===== src/rtl/dst_adj_pkg.sv =====
`timescale 1ns/1ps
package dst_adj_pkg;

  // datapath -> control: decoded conditions for the current sample
  typedef struct packed {
    logic midnight;    // time reads 00:00:00 (or 12:00:00 AM)
    logic springDay;   // date matches the spring jump Sunday
    logic fallDay;     // date matches the autumn fallback Sunday
    logic adjustTime;  // time reads 01:59:59 AM
  } dayStatus_t;

  // control -> datapath: one-cycle strobes
  typedef struct packed {
    logic fireSpring;
    logic fireFall;
  } ctrlStrobe_t;

  // decode a byte from BCD or binary into a plain number
  function automatic logic [7:0] toBin(input logic [7:0] v, input logic binMode);
    logic [7:0] tens;
    logic [7:0] ones;
    tens = 8'(v[7:4]) * 8'd10;
    ones = 8'(v[3:0]);
    return binMode ? v : (tens + ones);
  endfunction

  // encode a plain number (< 100) into BCD or binary
  function automatic logic [7:0] fromBin(input logic [7:0] v, input logic binMode);
    logic [3:0] tens;
    logic [3:0] ones;
    tens = 4'(v / 8'd10);
    ones = 4'(v % 8'd10);
    return binMode ? v : {tens, ones};
  endfunction

endpackage


===== src/rtl/dst_adj_datapath.sv =====
`timescale 1ns/1ps
module dst_adj_datapath
  import dst_adj_pkg::*;
#(
  parameter int unsigned DATA_W        = 8,
  parameter int unsigned SUNDAY_CODE   = 1,
  parameter int unsigned SPRING_MONTH  = 4,
  parameter int unsigned FALL_MONTH    = 10,
  parameter int unsigned SPRING_LAST   = 7,
  parameter int unsigned FALL_FIRST    = 25,
  parameter int unsigned ADJ_HOUR      = 1,
  parameter int unsigned SPRING_TARGET = 3,
  parameter bit          OUT_REG       = 1'b1
) (
  input  logic              clk,
  input  logic              rstN,
  input  logic              dataMode,
  input  logic              hourFmt,
  input  logic [DATA_W-1:0] monthIn,
  input  logic [DATA_W-1:0] dateIn,
  input  logic [DATA_W-1:0] dowIn,
  input  logic [DATA_W-1:0] hoursIn,
  input  logic [DATA_W-1:0] minutesIn,
  input  logic [DATA_W-1:0] secondsIn,
  input  ctrlStrobe_t       strobes,
  output dayStatus_t        status,
  output logic              ovrValid,
  output logic [DATA_W-1:0] ovrHours
);

  localparam logic [7:0] SundayL      = 8'(SUNDAY_CODE);
  localparam logic [7:0] SpringMonthL = 8'(SPRING_MONTH);
  localparam logic [7:0] FallMonthL   = 8'(FALL_MONTH);
  localparam logic [7:0] SpringLastL  = 8'(SPRING_LAST);
  localparam logic [7:0] FallFirstL   = 8'(FALL_FIRST);
  localparam logic [7:0] AdjHourL     = 8'(ADJ_HOUR);
  localparam logic [7:0] SpringTgtL   = 8'(SPRING_TARGET);
  localparam logic [7:0] FallTgtL     = 8'(ADJ_HOUR);
  localparam logic [7:0] LastMinSecL  = 8'd59;
  localparam logic [7:0] NoonHourL    = 8'd12;

  logic [7:0] monthBin, dateBin, minBin, secBin, hourBin;
  logic [7:0] hourRaw;
  logic       isPm;

  // 12-hour mode carries the PM flag in the top bit of the hours byte
  always_comb begin
    isPm    = ~hourFmt & hoursIn[7];
    hourRaw = hourFmt ? hoursIn : {1'b0, hoursIn[6:0]};
  end

  always_comb begin
    monthBin = toBin(monthIn, dataMode);
    dateBin  = toBin(dateIn, dataMode);
    minBin   = toBin(minutesIn, dataMode);
    secBin   = toBin(secondsIn, dataMode);
    hourBin  = toBin(hourRaw, dataMode);
  end

  logic atTopOfHour;
  logic midnightHour;
  logic isSunday;

  always_comb begin
    atTopOfHour  = (minBin == 8'd0) && (secBin == 8'd0);
    midnightHour = hourFmt ? (hourBin == 8'd0) : (!isPm && hourBin == NoonHourL);
    isSunday     = (dowIn == SundayL);

    status.midnight   = atTopOfHour && midnightHour;
    status.springDay  = isSunday && (monthBin == SpringMonthL) &&
                        (dateBin != 8'd0) && (dateBin <= SpringLastL);
    status.fallDay    = isSunday && (monthBin == FallMonthL) &&
                        (dateBin >= FallFirstL);
    status.adjustTime = !isPm && (hourBin == AdjHourL) &&
                        (minBin == LastMinSecL) && (secBin == LastMinSecL);
  end

  // replacement hour; AM so the PM flag stays clear in 12-hour mode
  logic              nextValid;
  logic [DATA_W-1:0] nextHours;

  always_comb begin
    nextValid = strobes.fireSpring | strobes.fireFall;
    if (strobes.fireSpring)
      nextHours = DATA_W'(fromBin(SpringTgtL, dataMode));
    else if (strobes.fireFall)
      nextHours = DATA_W'(fromBin(FallTgtL, dataMode));
    else
      nextHours = '0;
  end

  generate
    if (OUT_REG) begin : g_reg_out
      always_ff @(posedge clk) begin
        if (!rstN) begin
          ovrValid <= 1'b0;
          ovrHours <= '0;
        end else begin
          ovrValid <= nextValid;
          ovrHours <= nextHours;
        end
      end
    end else begin : g_comb_out
      assign ovrValid = nextValid;
      assign ovrHours = nextHours;
    end
  endgenerate

endmodule


===== src/rtl/dst_adj_ctrl.sv =====
`timescale 1ns/1ps
module dst_adj_ctrl
  import dst_adj_pkg::*;
(
  input  logic        clk,
  input  logic        rstN,
  input  logic        updStrobe,
  input  logic        dstEn,
  input  dayStatus_t  status,
  output ctrlStrobe_t strobes
);

  logic springArmed;
  logic fallArmed;
  logic fallDone;
  logic dayCheck;
  logic adjSlot;

  always_comb begin
    dayCheck           = updStrobe && status.midnight;
    adjSlot            = updStrobe && dstEn && status.adjustTime;
    strobes.fireSpring = adjSlot && springArmed;
    strobes.fireFall   = adjSlot && fallArmed && !fallDone;
  end

  always_ff @(posedge clk) begin
    if (!rstN) begin
      springArmed <= 1'b0;
      fallArmed   <= 1'b0;
      fallDone    <= 1'b0;
    end else if (dayCheck) begin
      springArmed <= dstEn && status.springDay;
      fallArmed   <= dstEn && status.fallDay;
      fallDone    <= 1'b0;
    end else if (strobes.fireFall) begin
      fallDone    <= 1'b1;
    end
  end

endmodule


===== src/rtl/dst_adj.sv =====
`timescale 1ns/1ps
module dst_adj
  import dst_adj_pkg::*;
#(
  parameter int unsigned DATA_W      = 8,
  parameter int unsigned SUNDAY_CODE = 1
) (
  input  logic              clk,
  input  logic              rstN,
  input  logic              updStrobe,
  input  logic              dstEn,
  input  logic              dataMode,
  input  logic              hourFmt,
  input  logic [DATA_W-1:0] monthIn,
  input  logic [DATA_W-1:0] dateIn,
  input  logic [DATA_W-1:0] dowIn,
  input  logic [DATA_W-1:0] hoursIn,
  input  logic [DATA_W-1:0] minutesIn,
  input  logic [DATA_W-1:0] secondsIn,
  output logic              ovrValid,
  output logic [DATA_W-1:0] ovrHours
);

  dayStatus_t  status;
  ctrlStrobe_t strobes;

  dst_adj_ctrl u_ctrl (
    .clk       (clk),
    .rstN      (rstN),
    .updStrobe (updStrobe),
    .dstEn     (dstEn),
    .status    (status),
    .strobes   (strobes)
  );

  dst_adj_datapath #(
    .DATA_W      (DATA_W),
    .SUNDAY_CODE (SUNDAY_CODE)
  ) u_dp (
    .clk       (clk),
    .rstN      (rstN),
    .dataMode  (dataMode),
    .hourFmt   (hourFmt),
    .monthIn   (monthIn),
    .dateIn    (dateIn),
    .dowIn     (dowIn),
    .hoursIn   (hoursIn),
    .minutesIn (minutesIn),
    .secondsIn (secondsIn),
    .strobes   (strobes),
    .status    (status),
    .ovrValid  (ovrValid),
    .ovrHours  (ovrHours)
  );

endmodule


===== config.mk =====
export PLATFORM = sky130hd
export DESIGN_NAME = dst_adj
export DESIGN_NICKNAME = d
export VERILOG_FILES = /design/src/rtl/dst_adj_pkg.sv /design/src/rtl/dst_adj_datapath.sv /design/src/rtl/dst_adj_ctrl.sv /design/src/rtl/dst_adj.sv
export SDC_FILE = /design/constraint.sdc
export NUM_CORES = 1
export LEC_CHECK = 0
export ABC_CLOCK_PERIOD_IN_PS = 3700
export BUFFER_PORTS_ARGS = -buffer_cell sky130_fd_sc_hd__buf_2
export CAP_MARGIN = 20
export CORE_MARGIN = 3
export CORE_UTILIZATION = 40
export DETAILED_ROUTE_END_ITERATION = 12
export SLEW_MARGIN = 40
export SYNTH_ARGS = -nofsm -noshare
export SYNTH_HDL_FRONTEND = slang
export SYNTH_SLANG_ARGS = --single-unit

===== constraint.sdc =====
create_clock -name clk -period 3.7 [get_ports clk]
set_input_delay 0.37 -clock clk [delete_from_list [all_inputs] [get_ports clk]]
set_output_delay 0.37 -clock clk [all_outputs]
set_load 0.05 [all_outputs]

==> impl_metrics.csv, run 1 <==
group,metric,value,unit
timing,rsz0062_at_grt,"no",
critical_path,endpoint,"u_ctrl.springArmed",
yosys,synthCells,272,
place,dp_hpwl,4660,um
critical_path,crit_path_start,"dateIn[5]",
clock_network,postCtsSetupBuffers,0,
power,p_clk_share,20.5,%
yosys,synth_ff_type,"dfxtp_1",
critical_path,cp_slowest_stage_delay,0.52,ns
place,io_buffer_count,56,
place,placed_area,2430,um2
routing,drtAntennaViolNets,0,
critical_path,cp.arrival,3.16,ns
routing,drc_errors,0,
clock_network,root_buffer,"clkbuf_8",
yosys,synth-edff-count,0,
die,initial_core_util,43.1,%
clock_network,cts.repair.resized,0,
global_routing,antenna_found_initial,0,
timing,max_slew.worst_pin.slew,0.606,ns
timing,setup_ws,0.683,ns
critical_path,rrSetupSlack,2.96,ns
timing,fmax,0.331,GHz
power,sw_frac_of_total,44.6,%
clock_network,numCtsBuffers,3,
critical_path,crit_slowest_cell,"or4_1",
critical_path,worst_setup_path_start_kind,"input pin",
die,die_w,79.0,um
power,seq_power_share,11.2,%
power,power.leakage,1.15,nW
clock_network,path_clk_slew,0.04,ns
routing,drtIter0Drc,89,
die,die_height,79.0,um
timing,slew_headroom,59.6,%
run_status,status,"finished, final reports clean",
die,num_rows,25,
layout,layout-drive-gt1-share,23.6,%
die,dieArea,6240,um2
clock_network,cts_hold_buf,0,
routing,num_vias,2146,
critical_path,crit_required,3.85,ns
layout,nets,425,
layout,antenna_cells,0,
worst_hold_path,hp-class,"in2reg",
clock_network,h-tree-depth,1,
critical_path,path_cells,"buf_2, ha_1, ha_1, inv_1, fa_1, nand2b_1, or4_1, o2111ai_1, o311ai_0, or3_1, mux2i_1",
critical_path,cp_max_fo,5,
yosys,ys_ff_latch,5,
yosys,ys_types,64,
place,dp_slack,0.463,ns
critical_path,critPathKind,"in2reg",
power,switchingPower,0.000216,W
layout,final_common_cell,"buf_2",
global_routing,grt_max_degree,36,
routing,wl_per_cell,13.6,um
die,num_io_pins,63,
critical_path,timing.critical_path.max_delay_family,"simple AND/OR/NAND/NOR gates",
timing,fin_crit_sh,81.5,%
yosys,yosysSeqAreaShare,4.70,%
critical_path,r2r_end,"u_dp.ovrValid",
global_routing,grt_overflow,0,
critical_path,r2r_start,"u_ctrl.fallArmed",
global_routing,grt.total_usage,17.7,%
yosys,synthesis.area,2130,um2
power,fin_total_pwr,0.000485,W
clock_network,clock_sinks,5,
routing,vias_per_cell,5.46,
timing,finalSetupViolCount,0,
routing,drt_pre_antenna_iters,4,
global_routing,grt_pass1_wl,9150,um
layout,syn2layout_area_growth,16.2,%
yosys,synth-async-reset-ratio,0,%
global_routing,grt_pass1_vias,2053,
routing,finalWirelength,5360,um
critical_path,crit_top_cell,"ha_1",
timing,hold_viol,0,
critical_path,crit_path_end_kind,"register",
timing,drv_slew,0,
critical_path,path_buf_inv,2,
timing,timing.setup.tns,0,ns
timing,period_minus_slack,3.02,ns
timing,fin_skew,0.00166,ns
clock_network,cts_tree,"done",
yosys,yosysWarnings,0,
layout,layout_common_cells,"buf_2, ha_1, inv_1",
yosys,syn_avg_cell_area,7.83,um2
clock_network,cts_buffer_depth,2,
power,p_int,0.000269,W
power,pwr-share-comb,68.3,%
flow_run,cap_violations,0,
power,powerDensity,196,nW/um2
layout,design_area,2480,um2
die,core_area,4940,um2
critical_path,r2r_cells,3,
critical_path,cp.depth,11,
place,globalplace.congestion,0.849,
power,ir_drop,0.0801,mV
clock_network,clock_latency,0.22,ns
-- cells by family after synthesis --
family | synth area share (%)
multiplexers | 2.35
buffers and inverters | 8.46
adder cells (fa/ha/maj) | 29.4
AND/OR/NAND/NOR | 27.1
other | 0.176
XOR/XNOR | 4.93
flip-flops | 4.70
AO/OA/AOI/OAI | 23.0
-- power by group through the flow --
| stage | clock network [W] | registers, W | logic, W |
|---|---|---|---|
| 3_3_place_gp | 0 | 0.0000550 | 0.000326 |
| 3_5_place_dp | 0 | 0.0000550 | 0.000331 |
| 4_1_cts | 0.000102 | 0.0000542 | 0.000332 |
| 5_1_grt | 0.000108 | 0.0000542 | 0.000375 |
| 6_report | 0.0000996 | 0.0000542 | 0.000331 |
| 2_1_floorplan | 0 | 0.0000550 | 0.000242 |
-- Yosys cell counts (all sizes together) (7+ instances only) --
library cell	number	area, um2
buf	9	75.1
a211oi	8	60.1
xnor2	7	61.3
ha	34	425
inv	26	97.6
fa	10	200
o21ai	13	65.1
a21oi	21	113
nor2	21	78.8
nand2	19	73.8
nor4	8	68.8
-- registers in the layout, indices dropped and copies added, names as in the netlist --
signal / count
u_ctrl.fallDone: 1
u_dp.ovrHours: 1
u_ctrl.fallArmed: 1
u_dp.ovrValid: 1
u_ctrl.springArmed: 1
-- worst reg2reg max path, stage by stage, from the launching register on --
cell and delay, ns:
dfxtp_1 0.31, nor2b_1 0.12, o21ai_0 0.14, nor2_1 0.06
-- layer usage --
layer | GRT usage [%] | routed length, um | up-vias
li1 | - | - | 1119
met1 | 24.1 | 2560 | 955
met5 | 0 | 0 | -
met3 | 1.02 | 295 | 4
met4 | 3.44 | 21 | 0
met2 | 30.9 | 2490 | 68
-- stage by stage --
step                hold WS [ns]  utilization (%)  instances
floorplan                  0.434                -        277
global placement           0.468             49.2        389
detailed placement         0.477             49.2        389
CTS                        0.434             50.1        393
global route               0.450             50.1        393
finish                     0.437             50.1        393
-- worst min path at each step --
stage,startpoint,end,slack [ns],cells past startpoint
CTS,rstN,u_dp.ovrValid,0.43,3
detailed placement,u_ctrl.fallArmed,u_ctrl.fallArmed,0.48,2
finish,rstN,u_ctrl.fallDone,0.44,2
global placement,u_ctrl.fallArmed,u_ctrl.fallArmed,0.47,2
floorplan,u_ctrl.springArmed,u_dp.ovrHours[1],0.43,2
global route,rstN,u_ctrl.fallDone,0.45,2
-- cell type report --
type,count,area [um2]
Inverter,26,97.6
Tap cell,67,83.8
Fill cell,522,2470
Multi-Input combinational cell,235,1870
Sequential cell,5,100
Clock buffer,4,45.0
Timing Repair Buffer,56,280
(Power assumes the default switching activity.)
==> inputs of run 2 (changes only) <==
--- a/config.mk
+++ b/config.mk
@@ -5,7 +5,7 @@
 export SDC_FILE = /design/constraint.sdc
 export NUM_CORES = 1
 export LEC_CHECK = 0
-export ABC_CLOCK_PERIOD_IN_PS = 3700
+export ABC_CLOCK_PERIOD_IN_PS = 3100
 export BUFFER_PORTS_ARGS = -buffer_cell sky130_fd_sc_hd__buf_2
 export CAP_MARGIN = 20
 export CORE_MARGIN = 3
==> constraint.sdc (replaced) <==
create_clock -name clk -period 3.1 [get_ports clk]
set_input_delay 0.31 -clock clk [delete_from_list [all_inputs] [get_ports clk]]
set_output_delay 0.31 -clock clk [all_outputs]
set_load 0.05 [all_outputs]
==> impl_metrics.csv, run 2 (same netlist as run 1, synthesis figures left out) <==
group,metric,value,unit
clock_network,cts_tree,"done",
layout,layout-drive-gt1-share,25.2,%
clock_network,postCtsSetupBuffers,0,
critical_path,critPathKind,"in2reg",
timing,finalSetupViolCount,0,
worst_hold_path,min_from,"rstN",
layout,design_area,2530,um2
place,dp_hpwl,4780,um
die,num_io_pins,63,
global_routing,grt_pass1_vias,2232,
global_routing,grt.total_usage,18.4,%
die,dieArea,6240,um2
critical_path,cp.depth,11,
critical_path,crit_path_start,"dateIn[5]",
layout,antenna_cells,0,
clock_network,cts_hold_buf,0,
clock_network,cts_buffer_depth,2,
timing,hold_viol,0,
routing,drtAntennaViolNets,0,
critical_path,cp.arrival,3.05,ns
run_status,status,"finished, final reports clean",
layout,nets,432,
global_routing,grt_overflow,0,
critical_path,cp_max_fo,4,
timing,fin_crit_sh,93.4,%
global_routing,antenna_found_initial,0,
global_routing,gr-max-usage-layer,"met2",
critical_path,r2r_start,"u_ctrl.fallArmed",
place,io_buffer_count,56,
clock_network,root_buffer,"clkbuf_8",
routing,drtIter0Drc,77,
critical_path,crit_required,3.25,ns
power,power.leakage,1.19,nW
die,num_rows,25,
critical_path,path_cells,"buf_2, ha_1, ha_1, inv_1, fa_1, nand2b_1, or4_1, o2111ai_1, o311ai_0, or3_1, mux2i_1",
critical_path,r2r_cells,3,
worst_hold_path,hp-class,"in2reg",
clock_network,h-tree-depth,1,
die,initial_core_util,43.1,%
power,powerDensity,233,nW/um2
timing,fin_skew,0.000353,ns
layout,multi_input_area,1870,um2
timing,setup_ws,0.204,ns
die,die_w,79.0,um
power,ir_drop,0.129,mV
clock_network,clock_latency,0.22,ns
clock_network,clock_sinks,5,
routing,wl_per_cell,13.8,um
flow_run,cap_violations,0,
timing,period_minus_slack,2.90,ns
routing,vias_per_cell,5.50,
clock_network,path_clk_slew,0.03,ns
layout,ff_latch_area,100,um2
timing,rsz0062_at_grt,"no",
global_routing,grt_pass1_wl,9510,um
layout,syn2layout_area_growth,18.7,%
clock_network,cts.repair.resized,0,
critical_path,cp_slowest_stage_delay,0.51,ns
routing,drt_pre_antenna_iters,4,
layout,fillers,524,
global_routing,grtUsageMet1,24.2,%
place,placed_area,2480,um2
worst_hold_path,whs_path_depth,3,
die,core_area,4940,um2
die,die_height,79.0,um
critical_path,crit_path_end_kind,"register",
global_routing,grt_max_degree,27,
routing,num_vias,2200,
clock_network,numCtsBuffers,3,
routing,drc_errors,0,
timing,fmax,0.345,GHz
layout,final_common_cell,"buf_2",
global_routing,met3_usage,0.454,%
global_routing,grt_use_met2,33.9,%
critical_path,crit_top_cell,"ha_1",
place,dp_slack,-0.0548,ns
power,fin_total_pwr,0.000590,W
place,globalplace.congestion,0.838,
critical_path,worst_setup_path_start_kind,"input pin",
layout,layout_common_cells,"buf_2, ha_1, inv_1",
critical_path,crit_slowest_cell,"or4_1",
routing,finalWirelength,5530,um
critical_path,timing.critical_path.max_delay_family,"simple AND/OR/NAND/NOR gates",
timing,drv_slew,0,
critical_path,path_buf_inv,2,
## run 2: cell count changes in the layout (fill, tap and decap cells not counted)
cell       delta
a2111oi_1     +1
a2111oi_0     -1
buf_4         +7
## run 2: metrics by stage
step / util, % / hold slack (ns) / instances / TNS (ns)
floorplan: - / 0.434 / 277 / 0
global placement: 50.3 / 0.466 / 396 / 0
detailed placement: 50.3 / 0.478 / 396 / -0.0819
CTS: 51.2 / 0.370 / 400 / 0
global route: 51.2 / 0.374 / 400 / 0
finish: 51.2 / 0.371 / 400 / 0
## run 2: metal layers
layer	wire length (um)	share of wire, %
met4	16	0.29
met5	0	0
met3	233	4.2
met2	2660	48
met1	2630	47
## run 2: cell type report
class                      count  share of cell area [%]
sequential                     5                    3.96
multi-input combinational    235                    73.9
inverter                      26                    3.86
timing repair buffer          63                    13.2
clock buffer                   4                    1.78
tap                           67                    3.31
## run 2: where the power goes
group / switching, W / internal, W / total (W)
logic: 0.000229 / 0.000174 / 0.000404
registers: 0.000000000000000250 / 0.0000647 / 0.0000647
clock network: 0.0000333 / 0.0000884 / 0.000122
## run 2: worst paths after layout
| check | end | slack [ns] |
|---|---|---|
| setup / recovery | u_ctrl.springArmed | 0.20 |
| hold / removal | u_dp.ovrValid | 0.37 |
| setup reg to reg | u_dp.ovrValid | 2.36 |
| hold reg to reg | u_ctrl.fallArmed | 0.48 |
## run 2: worst min-delay path, cell delays in order
cell	delay, ns
buf_2	0.13
o21ai_0	0.07
nor2_1	0.04
==> inputs of run 3 (changes only) <==
--- a/config.mk
+++ b/config.mk
@@ -8,10 +8,12 @@
 export ABC_CLOCK_PERIOD_IN_PS = 3100
 export BUFFER_PORTS_ARGS = -buffer_cell sky130_fd_sc_hd__buf_2
 export CAP_MARGIN = 20
-export CORE_MARGIN = 3
 export CORE_UTILIZATION = 40
+export CTS_CLUSTER_DIAMETER = 30
 export DETAILED_ROUTE_END_ITERATION = 12
+export PLACE_DENSITY = 0.65
 export SLEW_MARGIN = 40
 export SYNTH_ARGS = -nofsm -noshare
 export SYNTH_HDL_FRONTEND = slang
+export SYNTH_HIERARCHICAL = 1
 export SYNTH_SLANG_ARGS = --single-unit
==> impl_metrics.csv, run 3 <==
group,metric,value,unit
die,initial_core_util,41.4,%
yosys,synthTopCellsByArea,"ha_1, fa_1, a21oi_1",
place,io_buffer_count,56,
yosys,synth.most_common_cell,"ha_1",
yosys,synth-async-reset-ratio,0,%
routing,num_vias,2047,
layout,antenna_cells,0,
yosys,yosys-top-cells-count,"ha_1, a21oi_1, inv_1",
timing,holdWs,0.319,ns
clock_network,cts_tree,"done",
place,globalplace.congestion,0.894,
yosys,synthCells,239,
yosys,ys_types,53,
clock_network,path_clk_slew,0.04,ns
timing,hold_viol,0,
layout,registers.top_by_ff_count,"u_dp/ovrHours",
layout,layout-drive-gt1-share,31.6,%
power,power.leakage,1.14,nW
yosys,synth_ff_type,"dfxtp_1",
routing,drt_pre_antenna_iters,4,
layout,fillers,450,
routing,drc_errors,0,
clock_network,h-tree-depth,1,
critical_path,crit_path_end_kind,"register",
critical_path,cp_max_fo,4,
timing,drv_slew,0,
die,die_w,71.9,um
die,num_io_pins,63,
critical_path,cp.arrival,3.09,ns
global_routing,grt_pass1_wl,8050,um
timing,period_minus_slack,2.96,ns
power,fin_total_pwr,0.000606,W
yosys,synthesis.area,1960,um2
layout,final_common_cell,"buf_2",
timing,fmax,0.338,GHz
yosys,ys_ff_latch,5,
layout,largest_reg_flops,2,
global_routing,antenna_found_initial,0,
routing,finalWirelength,4960,um
layout,multi_input_area,1840,um2
global_routing,grt.total_usage,18.8,%
yosys,syn_avg_cell_area,8.19,um2
timing,slew_headroom,67.1,%
yosys,synth_area_leader_cell,"ha_1",
critical_path,critPathKind,"in2reg",
global_routing,grt_overflow,0,
power,ir_drop,0.103,mV
layout,ff_latch_area,100,um2
timing,finalSetupViolCount,0,
power,powerDensity,238,nW/um2
worst_hold_path,hp-class,"in2reg",
layout,layout_common_cells,"buf_2, ha_1, a21oi_1",
die,core_area,4720,um2
critical_path,crit_required,3.24,ns
layout,final_util,53.8,%
clock_network,cts_hold_buf,0,
routing,vias_per_cell,5.43,
routing,drtAntennaViolNets,0,
global_routing,grt_pass1_vias,1918,
yosys,synth_top_area_share,21.7,%
flow_run,cap_violations,0,
yosys,yosysWarnings,6,
clock_network,numCtsBuffers,3,
timing,fin_skew,0.00308,ns
timing,fin_crit_sh,95.3,%
run_status,status,"finished, final reports clean",
die,num_rows,25,
clock_network,clock_sinks,5,
timing,timing.setup.tns,0,ns
clock_network,cts_buffer_depth,2,
yosys,synth-edff-count,0,
routing,wl_per_cell,13.1,um
place,dp_hpwl,4140,um
clock_network,root_buffer,"clkbuf_8",
layout,nets,409,
die,dieArea,5180,um2
routing,drtIter0Drc,54,
global_routing,grt_max_degree,30,
clock_network,clock_latency,0.22,ns
yosys,yosysSeqAreaShare,5.12,%
timing,max_slew.worst_pin.slew,0.480,ns
layout,syn2layout_area_growth,29.9,%
critical_path,worst_setup_path_start_kind,"input pin",
die,die_height,71.9,um
-- run 3: worst max-delay path: stages --
cell and delay [ns]:
buf_2 0.11, ha_1 0.29, ha_1 0.23, fa_1 0.50
buf_4 0.16, xnor2_1 0.14, mux2i_1 0.11, or4_4 0.53
nor4_4 0.29, nand4_1 0.17, a221oi_2 0.26
-- run 3: report_power, final --
group / internal [W] / switching (W) / total (W)
Clock: 0.0000885 / 0.0000344 / 0.000123
Combinational: 0.000192 / 0.000226 / 0.000418
Sequential: 0.0000647 / 0.00000000000000107 / 0.0000647
-- run 3: logic make-up (layout without fill, tap and decap cells) --
kind of cell / count (synthesis) / count (layout) / synth area share [%]
adders and majority gates: 44 / 44 / 32.0
and+or+nand+nor: 75 / 75 / 23.1
buffers and inverters: 28 / 94 / 6.90
other: 1 / 6 / 0.192
AOI/OAI and AO/OA: 65 / 65 / 22.7
muxes: 5 / 5 / 2.88
xor gates and xnor gates: 16 / 16 / 7.16
DFF: 5 / 5 / 5.12
-- run 3: area by class of cell --
type / instances / area share, %
clock buffers: 4 / 1.77
inverters: 18 / 2.66
multi-input cells: 211 / 72.6
flip-flops and latches: 5 / 3.94
well taps: 67 / 3.30
repair buffers: 72 / 15.8
-- run 3: stage by stage --
stage / cell area (um2) / cells / setup WS, ns
after floorplan: 1980 / 244 / 0.0947
after global placement: 2380 / 371 / -0.173
after detailed placement: 2380 / 371 / -0.295
after CTS: 2430 / 375 / 0.0161
after global routing: 2540 / 377 / -0.0428
final: 2540 / 377 / 0.145
-- run 3: worst paths after layout --
kind | startpoint | endpoint | slack [ns] | cells after the start
worst max-delay path | minutesIn[5] | u_ctrl/fallDone | 0.14 | 11
worst max register to register | u_ctrl/fallArmed | u_ctrl/fallDone | 2.27 | 2
worst min-delay path | rstN | u_dp/ovrHours[0] | 0.32 | 2
worst min register to register | u_ctrl/fallDone | u_ctrl/fallDone | 0.49 | 2
-- run 3: timing repair --
item	in CTS	in global routing
endpoints found under the setup margin	3	5
resized for setup	0	15
cloned	0	0
pin swaps	2	13
hold endpoints to repair	0	0
setup buffers	0	2
-- run 3: layer usage --
metal / part of all wire [%] / up-vias / track usage [%] / wire [um]
met3: 2.6 / 4 / 0.556 / 129
met2: 51 / 47 / 36.0 / 2500
met1: 46 / 945 / 23.4 / 2290
met4: 0.73 / 0 / 4.14 / 36
met5: 0 / - / 0 / 0
li1: - / 1051 / - / -
